## src/rtl/rtc_sec_pkg.sv

```systemverilog
package rtc_sec_pkg;

  // register byte offsets
  localparam logic [7:0] OFF_CTRL  = 8'h40;
  localparam logic [7:0] OFF_COUNT = 8'h44;
  localparam logic [7:0] OFF_DIV   = 8'h48;
  localparam logic [7:0] OFF_SET   = 8'h4C;
  localparam logic [7:0] OFF_ALARM = 8'h50;
  localparam logic [7:0] OFF_USER  = 8'h54;
  localparam logic [7:0] OFF_REC   = 8'h58;
  localparam logic [7:0] OFF_CHG   = 8'h5C;

  localparam int CTRL_BITS = 6;
  localparam int CHG_BITS  = 4;
  localparam int REC_BITS  = 2;

  // control word bit positions
  localparam int B_ALM_EN   = 0;
  localparam int B_PMC      = 1;
  localparam int B_OVERDUE  = 2;
  localparam int B_MODE_RST = 3;
  localparam int B_KEEP     = 4;
  localparam int B_FREEZE   = 5;

  // control -> datapath
  typedef struct packed {
    logic setCnt;
    logic setAlarm;
    logic setDiv;
    logic freeze;
    logic alarmEn;
    logic pmcRoute;
    logic keepOnSys;
  } rtcStrobe_t;

endpackage

```

## src/rtl/rtc_sec_ctrl.sv

```systemverilog
module rtc_sec_ctrl
  import rtc_sec_pkg::*;
#(
  parameter int DATA_W = 32,
  parameter int ADDR_W = 8
) (
  input  logic                 clk,
  input  logic                 porRstN,
  input  logic                 sysRstN,
  input  logic [ADDR_W-1:0]    busAddr,
  input  logic                 busWe,
  input  logic [DATA_W-1:0]    busWdata,
  input  logic [DATA_W-1:0]    cntQ,
  input  logic [DATA_W-1:0]    alarmQ,
  input  logic [DATA_W-1:0]    divQ,
  output rtcStrobe_t           stb,
  output logic [DATA_W-1:0]    busRdata,
  output logic [CHG_BITS-1:0]  chargeCfg,
  output logic [CTRL_BITS-1:0] ctrlBits
);
  localparam int HALF = DATA_W / 2;

  logic [CTRL_BITS-1:0] ctrlQ;
  logic [CHG_BITS-1:0]  chgQ;
  logic [REC_BITS-1:0]  recQ;
  logic [DATA_W-1:0]    userQ;

  logic hitCtrl, hitChg, hitUser, hitRec;

  assign hitCtrl = busWe && (busAddr == ADDR_W'(OFF_CTRL));
  assign hitChg  = busWe && (busAddr == ADDR_W'(OFF_CHG));
  assign hitUser = busWe && (busAddr == ADDR_W'(OFF_USER));
  assign hitRec  = busWe && (busAddr == ADDR_W'(OFF_REC));

  // masked control word: bit n follows data only when bit n+HALF is set
  always_ff @(posedge clk or negedge porRstN) begin
    if (!porRstN) begin
      ctrlQ <= '0;
    end else if (hitCtrl) begin
      for (int i = 0; i < CTRL_BITS; i++) begin
        if (busWdata[HALF+i]) ctrlQ[i] <= busWdata[i];
      end
    end
  end

  // masked charger word
  always_ff @(posedge clk or negedge porRstN) begin
    if (!porRstN) begin
      chgQ <= '0;
    end else if (hitChg) begin
      for (int i = 0; i < CHG_BITS; i++) begin
        if (busWdata[HALF+i]) chgQ[i] <= busWdata[i];
      end
    end
  end

  always_ff @(posedge clk or negedge porRstN) begin
    if (!porRstN)     userQ <= '0;
    else if (hitUser) userQ <= busWdata;
  end

  // reset record: sticky, write one to clear
  always_ff @(posedge clk or negedge porRstN) begin
    if (!porRstN)      recQ <= '0;
    else if (!sysRstN) recQ <= recQ | {ctrlQ[B_KEEP], 1'b1};
    else if (hitRec)   recQ <= recQ & ~busWdata[REC_BITS-1:0];
  end

  always_comb begin
    stb           = '0;
    stb.setCnt    = busWe && (busAddr == ADDR_W'(OFF_SET));
    stb.setAlarm  = busWe && (busAddr == ADDR_W'(OFF_ALARM));
    stb.setDiv    = busWe && (busAddr == ADDR_W'(OFF_DIV));
    stb.freeze    = ctrlQ[B_FREEZE];
    stb.alarmEn   = ctrlQ[B_ALM_EN];
    stb.pmcRoute  = ctrlQ[B_PMC];
    stb.keepOnSys = ctrlQ[B_KEEP];
  end

  always_comb begin
    case (busAddr)
      ADDR_W'(OFF_CTRL):  busRdata = {{(DATA_W-CTRL_BITS){1'b0}}, ctrlQ};
      ADDR_W'(OFF_COUNT): busRdata = cntQ;
      ADDR_W'(OFF_DIV):   busRdata = divQ;
      ADDR_W'(OFF_ALARM): busRdata = alarmQ;
      ADDR_W'(OFF_USER):  busRdata = userQ;
      ADDR_W'(OFF_REC):   busRdata = {{(DATA_W-REC_BITS){1'b0}}, recQ};
      ADDR_W'(OFF_CHG):   busRdata = {{(DATA_W-CHG_BITS){1'b0}}, chgQ};
      default:            busRdata = '0;
    endcase
  end

  assign chargeCfg = chgQ;
  assign ctrlBits  = ctrlQ;

endmodule

```

## src/rtl/rtc_sec_datapath.sv

```systemverilog
module rtc_sec_datapath
  import rtc_sec_pkg::*;
#(
  parameter int DATA_W = 32,
  parameter int DIV_W  = 16,
  parameter bit DIV_EN = 1'b1
) (
  input  logic              clk,
  input  logic              porRstN,
  input  logic              sysRstN,
  input  logic              tickIn,
  input  rtcStrobe_t        stb,
  input  logic [DATA_W-1:0] busWdata,
  output logic [DATA_W-1:0] cntQ,
  output logic [DATA_W-1:0] alarmQ,
  output logic [DATA_W-1:0] divQ,
  output logic              alarmIrq,
  output logic              pmcWake
);
  logic              secTick;
  logic              sysClr;
  logic              advance;
  logic              hitAlarm;
  logic [DATA_W-1:0] nextCnt;

  assign sysClr = !sysRstN && !stb.keepOnSys;

  generate
    if (DIV_EN) begin : g_prescale
      localparam logic [DIV_W-1:0] ONE_D = DIV_W'(1);
      logic [DIV_W-1:0] divReg;
      logic [DIV_W-1:0] phase;
      logic             wrapPhase;

      assign wrapPhase = (phase == divReg - ONE_D);

      always_ff @(posedge clk or negedge porRstN) begin
        if (!porRstN) begin
          divReg <= '0;
          phase  <= '0;
        end else if (stb.setDiv) begin
          divReg <= busWdata[DIV_W-1:0];
          phase  <= '0;
        end else if (divReg != '0) begin
          phase <= wrapPhase ? '0 : phase + ONE_D;
        end
      end

      assign secTick = (divReg != '0) ? wrapPhase : tickIn;
      assign divQ    = {{(DATA_W-DIV_W){1'b0}}, divReg};
    end else begin : g_ext_only
      assign secTick = tickIn;
      assign divQ    = '0;
    end
  endgenerate

  assign nextCnt  = cntQ + DATA_W'(1);
  assign advance  = secTick && !stb.freeze && !sysClr && !stb.setCnt;
  assign hitAlarm = advance && stb.alarmEn && (alarmQ != '0) && (nextCnt == alarmQ);

  always_ff @(posedge clk or negedge porRstN) begin
    if (!porRstN)        cntQ <= '0;
    else if (sysClr)     cntQ <= '0;
    else if (stb.setCnt) cntQ <= busWdata;
    else if (advance)    cntQ <= nextCnt;
  end

  always_ff @(posedge clk or negedge porRstN) begin
    if (!porRstN)          alarmQ <= '0;
    else if (sysClr)       alarmQ <= '0;
    else if (stb.setAlarm) alarmQ <= busWdata;
  end

  always_ff @(posedge clk or negedge porRstN) begin
    if (!porRstN) begin
      alarmIrq <= 1'b0;
      pmcWake  <= 1'b0;
    end else begin
      alarmIrq <= hitAlarm;
      pmcWake  <= hitAlarm && stb.pmcRoute;
    end
  end

endmodule

```

## src/rtl/rtc_seconds_core.sv

```systemverilog
module rtc_seconds_core
  import rtc_sec_pkg::*;
#(
  parameter int DATA_W = 32,
  parameter int ADDR_W = 8,
  parameter int DIV_W  = 16,
  parameter bit DIV_EN = 1'b1
) (
  input  logic                clk,
  input  logic                porRstN,
  input  logic                sysRstN,
  input  logic                tickIn,
  input  logic [ADDR_W-1:0]   busAddr,
  input  logic                busWe,
  input  logic [DATA_W-1:0]   busWdata,
  output logic [DATA_W-1:0]   busRdata,
  output logic                alarmIrq,
  output logic                pmcWake,
  output logic [CHG_BITS-1:0] chargeCfg
);
  rtcStrobe_t           stb;
  logic [DATA_W-1:0]    cntQ;
  logic [DATA_W-1:0]    alarmQ;
  logic [DATA_W-1:0]    divQ;
  logic [CTRL_BITS-1:0] ctrlBits;

  rtc_sec_ctrl #(.DATA_W(DATA_W), .ADDR_W(ADDR_W)) u_ctrl (
    .clk      (clk),
    .porRstN  (porRstN),
    .sysRstN  (sysRstN),
    .busAddr  (busAddr),
    .busWe    (busWe),
    .busWdata (busWdata),
    .cntQ     (cntQ),
    .alarmQ   (alarmQ),
    .divQ     (divQ),
    .stb      (stb),
    .busRdata (busRdata),
    .chargeCfg(chargeCfg),
    .ctrlBits (ctrlBits)
  );

  rtc_sec_datapath #(.DATA_W(DATA_W), .DIV_W(DIV_W), .DIV_EN(DIV_EN)) u_dp (
    .clk      (clk),
    .porRstN  (porRstN),
    .sysRstN  (sysRstN),
    .tickIn   (tickIn),
    .stb      (stb),
    .busWdata (busWdata),
    .cntQ     (cntQ),
    .alarmQ   (alarmQ),
    .divQ     (divQ),
    .alarmIrq (alarmIrq),
    .pmcWake  (pmcWake)
  );

endmodule

```

## config.mk

```make
export PLATFORM = sky130hd
export DESIGN_NAME = rtc_seconds_core
export DESIGN_NICKNAME = d
export VERILOG_FILES = /design/src/rtl/rtc_sec_pkg.sv /design/src/rtl/rtc_sec_ctrl.sv /design/src/rtl/rtc_sec_datapath.sv /design/src/rtl/rtc_seconds_core.sv
export SDC_FILE = /design/constraint.sdc
export NUM_CORES = 1
export LEC_CHECK = 0
export CELL_PAD_IN_SITES_DETAIL_PLACEMENT = 0
export CELL_PAD_IN_SITES_GLOBAL_PLACEMENT = 2
export CORE_MARGIN = 2
export CORE_UTILIZATION = 39
export CTS_CLUSTER_DIAMETER = 100
export DETAILED_ROUTE_END_ITERATION = 10
export GPL_TIMING_DRIVEN = 0
export PLACE_DENSITY = 0.88
export SYNTH_ARGS = -nofsm -noshare
export SYNTH_HDL_FRONTEND = slang
export SYNTH_SLANG_ARGS = --single-unit
```

## constraint.sdc

```tcl
create_clock -name clk -period 9.1 [get_ports clk]
set_clock_uncertainty 0.15 [all_clocks]
set_input_delay 1.82 -clock clk [delete_from_list [all_inputs] [get_ports clk]]
set_output_delay 1.82 -clock clk [all_outputs]
set_load 0.005 [all_outputs]
```

Yosys cells after proc, flatten, opt, wreduce, memory -nomap -nowiden
Cells that the tools add are included.
{ "word_totals": {"latch_bits": 0, "in_bits": 45, "mem_bits_rw": 0, "n_memories": 0, "regBits": 142, "rom_bits": 0} }
{ "op_classes": {"n_bitwise": 3, "div_mod_pow": 0, "n_lt_le_gt_ge": 0, "n_shift": 0, "n_mul": 0, "reduce_logical": 35, "eq_ne": 11, "add_sub_neg": 3, "mux": 12} }
{ "ops": {"columns": ["cell", "count"], "rows": [
  ["32-bit one-hot mux with 7 select lines", 1],
  ["32-bit 2-to-1 mux", 5],
  ["8-bit by 7-bit equality test with 1-bit output, second input constant", 8],
  ["16-bit 2-to-1 mux", 3],
  ["32-bit by 1-bit adder with 32-bit output, second input constant", 1],
  ["32-bit equality test", 1],
  ["32-bit nonzero test", 1],
  ["2-bit AND reduction", 10],
  ["16-bit by 1-bit adder with 16-bit output, second input constant", 1],
  ["16-bit equality test", 1],
  ["16-bit nonzero test", 1],
  ["16-bit by 1-bit subtractor with 16-bit output, second input constant", 1],
  ["1-bit logical AND", 15],
  ["1-bit zero test", 5],
  ["2-bit 2-to-1 mux", 2],
  ["2-bit nonzero test", 2],
  ["3-bit nonzero test", 1],
  ["2-bit AND", 1],
  ["2-bit by 1-bit != test with 1-bit output, second input constant", 1],
  ["2-bit inverter", 1],
  ["2-bit OR", 1],
  ["1-bit 2-to-1 mux", 1]
]} }

Depth between registers and ports, before layout
Gate-level depths: netlist (run 1).
{ "depth": {"depth_word": 10, "ltp_mapped": 14} }

Modules after synthesis
A second synthesis (run 1) with hierarchy kept.
{ "unflattened": {"hier_cells": 1073, "area_unflattened_um2": 9962.1} }
{ "modules_own_cells": {"columns": ["mod", "instances", "cells_per_inst", "area_per_inst_um2"], "rows": [
  ["rtc_sec_datapath", 1, 806, 7125.6],
  ["rtc_sec_ctrl", 1, 267, 2836.5]
]} }

Worst setup path after synthesis (run 1)
No wires, ideal clock.
{ "synth_path": {"path_type": "input port to output port", "startpoint": "input port busAddr[2]", "endpoint": "output port busRdata[0]", "t_arrival_ns": 2.988, "path_slack_ns": 4.142, "cell_stages": 6, "cell_sequence": "nor3_1 nand2b_1 nor2_1 clkbuf_1 a22oi_1 nand3_1"} }
{ "synth_between": {"elab_chain_cells": 2} }
{ "synth_rtl": {"columns": ["item", "line", "text"], "rows": [
  ["start: declaration", "rtc_seconds_core.sv:13", "input logic [ADDR_W-1:0] busAddr,"],
  ["8-bit by 7-bit equality test with 1-bit output", "rtc_sec_ctrl.sv:81", "case (busAddr)"],
  ["32-bit one-hot mux with 7 select lines (*)", "rtc_sec_ctrl.sv:81", null],
  ["end: declaration", "rtc_seconds_core.sv:16", "output logic [DATA_W-1:0] busRdata,"]
]} }
Mark *: on every way between the ends. The rest lies on a longest branch, timed or not.

Final worst setup path (run 1)
{ "layout_path": {"startpoint": "input port busAddr[2]", "endpoint": "output port busRdata[15]"} }
The elaborated chain is that of the path after synthesis.

==> results of run 1 <==
[sequential cells by signal (all words and copies together) (netlist names)]
name                    count
u_ctrl.chargeCfg            4
u_ctrl.ctrlBits             6
u_ctrl.recQ                 2
u_ctrl.userQ               32
u_dp.alarmIrq               1
u_dp.alarmQ                32
u_dp.cntQ                  32
u_dp.g_prescale.divReg     16
u_dp.g_prescale.phase      16
u_dp.pmcWake                1
[power by group through the flow]
stage	registers (mW)	logic [mW]	clock network, mW
6_report	0.685	0.285	0.752
5_1_grt	0.689	0.311	0.787
4_1_cts	0.684	0.283	0.758
3_5_place_dp	0.695	0.281	0
3_3_place_gp	0.695	0.278	0
2_1_floorplan	0.687	0.175	0
[final timing paths]
| path | start | endpoint | slack, ps | cells past startpoint |
|---|---|---|---|---|
| min in group asynchronous | porRstN | u_ctrl.userQ[11] | 1170 | 1 |
| worst min register to register | u_ctrl.recQ[0] | u_ctrl.recQ[0] | 330 | 2 |
| worst min-delay path | u_ctrl.recQ[0] | u_ctrl.recQ[0] | 330 | 2 |
| max in group asynchronous | porRstN | u_dp.alarmQ[2] | 6750 | 2 |
| worst max-delay path | busAddr[2] | busRdata[15] | 2070 | 8 |
| worst max register to register | u_dp.cntQ[0] | u_dp.pmcWake | 5300 | 9 |
[cells in the mapped netlist, types with 16 or more instances]
master and count:
dfrtp_1 142, nand2_1 92, clkbuf_1 64, nor3_1 63
mux2_2 60, o21ai_0 55, nor2_1 47, nand3_1 45
a22o_1 37, a22oi_1 34, xnor2_1 33, and3_1 30
xor2_1 29, nor4_1 26, inv_1 22, and4_1 19
a222oi_1 18, a211oi_1 16
[per-stage QoR]
stage,setup WS (ps),instances,setup TNS (ps),total power [mW],cell area (um2)
after floorplan,4140,987,0,0.862,9020
after global placement,-108,1354,-13030,0.974,10200
after detailed placement,2120,1355,0,0.977,10200
after CTS,2110,1386,0,1.73,10800
after global routing,1950,1386,0,1.79,10800
final,2070,1386,0,1.72,10800
[cell families after synthesis]
family	share of synthesized area, %
multiplexers	8.15
buffers and inverters	4.48
adder cells (fa/ha/maj)	0.416
AND/OR/NAND/NOR	23.0
XOR/XNOR	6.02
flip-flops	39.4
AO/OA/AOI/OAI	18.5
[layer usage]
metal	track usage, %	wire length, um	vias up
li1	-	-	3936
met1	41.1	15600	4412
met2	43.7	15500	332
met3	4.11	2250	55
met4	10.6	944	0
met5	0	0	-
[worst register-to-register path: cells and delay by family (launching register included)]
kind / cells / cell delay (ps)
flip-flops: 1 / 490
AND/OR/NAND/NOR: 6 / 2380
XOR/XNOR: 1 / 170
AO/OA/AOI/OAI: 1 / 160
adder cells (fa/ha/maj): 1 / 320
[final cells by class]
class	count	area, um2
fill	2248	11900
multi-input combinational	745	5060
sequential	142	3550
timing repair buffer	83	850
clock buffer	19	443
tap	285	357
buffer	78	322
clock inverter	12	169
inverter	22	82.6
==> flow_summary.toml, run 1 <==
[layout]
finalCoreUtilization_pct = 47.7
nets = 1137
area_growth_syn_to_layout_pct = 20.1
drive_gt1_share_pct = 10.8
mostFrequentLayoutCells = "dfrtp_1 (142), nand2_1 (92), clkdlybuf4s50_1 (81)"
diodes = 0
layout_commonest_cell = "dfrtp_1"

[power]
p_sw_mw = 0.494
pwr-share-seq_pct = 39.8
switching_share_pct = 28.7
combinationalPowerShare_pct = 16.6
internal_power_mw = 1.23
max-vdd-ir-drop_mv = 0.105
power.share.clock_pct = 43.6
p_per_area_nw_per_um2 = 159
leakage_nw = 4.66

[floorplan]
dieHeight_um = 156
die-area_um2 = 24400
dieWidth_um = 156
core_um2 = 22700
initial_core_util_pct = 39.7
rows = 55
pin_count = 83

[logic_synthesis]
synth_edf_count = 0
synth_nets = 1035
synth_cells = 987
synth_area_leaders = "dfrtp_1 (39%), mux2_2 (7.5%), nand2_1 (3.8%)"
syn_area_per_cell_um2 = 9.14
async_flop_share_pct = 100
netlist.top_cell.by_area = "dfrtp_1"
synth_ff_type = "dfrtp_1"
synth_cell_types = 70
ys_ff_latch = 142
syn_area_um2 = 9020
yosysSeqAreaShare_pct = 39.4
synth_top_area_share_pct = 39.4
ys_warn_count = 0

[status]
outcome = "completed"

[worst_setup_path]
critPathArrivalTime_ps = 5060
cpLargestDelayFamily = "buffers and inverters"
path_cells = "clkdlybuf4s50_1 > nor3_1 > nand2b_1 > nor2_1 > clkbuf_1 > a22oi_1 > nand2_1 > clkdlybuf4s50_1"
path_class = "input port to output pin"
cpMostUsedCell = "clkdlybuf4s50_1"
required_ps = 7130
cpPeakStageDelay_ps = 780
path_max_fanout = 10
crit_buf_inv = 3
cp-end-kind = "output pin"
cp-start-kind = "input port"
crit_slowest_cell = "clkbuf_1"

[timing]
setup_viol = 0
final_hold_viol_count = 0
slew_viol_final = 0
tightest_slew_ps = 1050
rsz0062_at_grt = "no"
min_period_ps = 7030
fin_hold_ws_ps = 333
max_freq_mhz = 142
fin_crit_sh_pct = 77.2
slew_headroom_pct = 29.4

[grt]
grt_max_degree = 94
grt_use_total_pct = 28.6
grt_overflow_total = 0
grt_pass1_wl_um = 52200
grt_antenna_before_repair = 0
grt_pass1_vias = 8548

[clocking]
cts_tree = "yes"
cts_max_level = 4
cts_setup_buffers = 0
hold_buffers = 0
cts_num_sinks = 142
clockRootBuffer = "clkbuf_16"
path_clk_slew_ps = 60
clk_latency_ps = 430
numCtsBuffers = 17
ctsResizeCount = 0
cts_buffer_depth = 2

[routing]
drc = 0
drtAntennaViolNets = 0
drt-wirelength-per-cell_um = 24.8
drt_first_pass_iters = 8
via_per_inst = 6.30
drt_iter0_markers = 874
num_vias = 8735
drt-total-wl_um = 34300

[place]
dpl.hpwl_um = 24600
port_buffers = 82
place.gp.congestion = 0.938

[worst_hold_path]
hp-class = "register to register"

[flow_run]
drv_cap = 0
Power figures use the tool's default switching activity.
==> run 2, diff against run 1 <==
--- a/config.mk
+++ b/config.mk
@@ -8,11 +8,11 @@
 export CELL_PAD_IN_SITES_DETAIL_PLACEMENT = 0
 export CELL_PAD_IN_SITES_GLOBAL_PLACEMENT = 2
 export CORE_MARGIN = 2
-export CORE_UTILIZATION = 39
+export CORE_UTILIZATION = 33
 export CTS_CLUSTER_DIAMETER = 100
 export DETAILED_ROUTE_END_ITERATION = 10
 export GPL_TIMING_DRIVEN = 0
-export PLACE_DENSITY = 0.88
+export PLACE_DENSITY = 0.8
 export SYNTH_ARGS = -nofsm -noshare
 export SYNTH_HDL_FRONTEND = slang
 export SYNTH_SLANG_ARGS = --single-unit
==> constraint.sdc (replaced) <==
create_clock -name clk -period 5.9 [get_ports clk]
set_clock_uncertainty 0.15 [all_clocks]
set_input_delay 1.18 -clock clk [delete_from_list [all_inputs] [get_ports clk]]
set_output_delay 1.18 -clock clk [all_outputs]
set_load 0.005 [all_outputs]
==> flow_summary.toml, run 2 (synthesized netlist as in run 1, its figures left out) <==
[routing]
drt_iter0_markers = 902
drtAntennaViolNets = 0
wl_met1_um = 15900
drt-total-wl_um = 35200
dr_wl_met3_um = 2680
highest_layer = "met4"
num_vias = 8656
met2_length_um = 15800
via_per_inst = 6.00
drt_first_pass_iters = 8
drc = 0
drt-wirelength-per-cell_um = 24.4

[timing]
slew_headroom_pct = 31.1
slew_viol_final = 0
final_hold_viol_count = 0
fin_crit_sh_pct = 96.7
setup_viol = 0
max_freq_mhz = 175
min_period_ps = 5710
timing.setup.tns_ps = 0
rsz0062_at_grt = "no"
tightest_slew_ps = 1030

[power]
leakage_nw = 4.66
finalPower_mw = 2.65
p_per_area_nw_per_um2 = 243
max-vdd-ir-drop_mv = 0.185

[place]
place_area_um2 = 10300
port_buffers = 82
dpl.hpwl_um = 25600
place.gp.congestion = 0.930

[clocking]
cts_buffer_depth = 2
numCtsBuffers = 17
cts_num_sinks = 142
cts_setup_buffers = 0
cts_tree = "yes"
hold_buffers = 0
path_clk_slew_ps = 60
cts_max_level = 4
ctsResizeCount = 0
clk_latency_ps = 440
clockRootBuffer = "clkbuf_16"

[worst_hold_path]
hp-class = "register to register"

[status]
outcome = "completed"

[worst_setup_path]
required_ps = 4570
cp-end-kind = "output pin"
cp-start-kind = "input port"
cpMostUsedCell = "clkdlybuf4s50_1"
critPathArrivalTime_ps = 4380
path_class = "input port to output pin"
path_cells = "clkdlybuf4s50_1 > nor2_1 > nand3b_1 > nor3_1 > clkbuf_1 > a222oi_1 > inv_1 > clkdlybuf4s50_1"
path_max_fanout = 10
crit_slowest_cell = "nor3_1"
cpPeakStageDelay_ps = 850

[floorplan]
core_um2 = 26900
initial_core_util_pct = 33.6
dieWidth_um = 169
dieHeight_um = 169
pin_count = 83
rows = 60
die-area_um2 = 28700

[grt]
grt_overflow_total = 0
grt_max_degree = 76
grt_pass1_wl_um = 53300
grt_pass1_vias = 8404
grt_antenna_before_repair = 1
grt_use_total_pct = 24.8

[layout]
final_area_um2 = 10900
layout_commonest_cell = "dfrtp_1"
reg_top3 = "u_ctrl.userQ (32), u_dp.alarmQ (32), u_dp.cntQ (32)"
finalCoreUtilization_pct = 40.6
nets = 1137
area_growth_syn_to_layout_pct = 20.9
mostFrequentLayoutCells = "dfrtp_1 (142), nand2_1 (92), clkdlybuf4s50_1 (81)"
drive_gt1_share_pct = 10.7

[flow_run]
drv_cap = 0
run 2: cell count changes in the layout (fill, tap and decap cells not counted):
cell,delta
clkinv_2,-2
clkbuf_1,+1
clkbuf_2,+1
clkbuf_8,-1
clkinv_4,+1
diode_2,+1
run 2: path summary, 6_finish.rpt:
kind | startpoint | to | slack, ps | cells after the start
max in group asynchronous | porRstN | u_dp.cntQ[26] | 4180 | 2
worst min register to register | u_ctrl.recQ[0] | u_ctrl.recQ[0] | 340 | 2
worst max-delay path | busAddr[5] | busRdata[20] | 190 | 8
worst max register to register | u_dp.cntQ[0] | u_dp.pmcWake | 2140 | 9
worst min-delay path | u_ctrl.recQ[0] | u_ctrl.recQ[0] | 340 | 2
min in group asynchronous | porRstN | u_dp.g_prescale.phase[3] | 600 | 1
run 2: final cells by class:
cell class              instances  area, um2
fillers                      2712      16000
multi-input cells             745       5060
flip-flops and latches        142       3550
repair buffers                 83        850
clock buffers                  20        437
well taps                     341        427
plain buffers                  78        323
clock inverters                11        168
inverters                      22       82.6
diodes                          1       2.50
run 2: worst max-delay path: cells and delay by family:
kind / cells / cell delay (ps)
buffers and inverters: 4 / 1720
and+or+nand+nor: 3 / 1150
AOI/OAI and AO/OA: 1 / 310
run 2: through the flow:
| step | instances | setup slack (ps) | hold WS, ps |
|---|---|---|---|
| after floorplan | 987 | 2220 | 295 |
| after global placement | 1410 | -2740 | 313 |
| after detailed placement | 1411 | 143 | 318 |
| after CTS | 1442 | 134 | 334 |
| after global routing | 1442 | 51.3 | 357 |
| final | 1443 | 193 | 336 |
run 2: routing by layer:
metal  up-vias  global-route usage [%]
met1      4322                    34.9
li1       3944                       -
met4         0                    7.95
met3        52                    6.27
met2       338                    37.5
met5         -                       0
run 2: power breakdown:
group          leakage [nW]  switching [mW]  total [mW]  internal (mW)
Sequential             1.96          0.0442        1.06           1.01
Combinational          2.41           0.270       0.438          0.169
Clock                 0.290           0.446        1.15          0.704
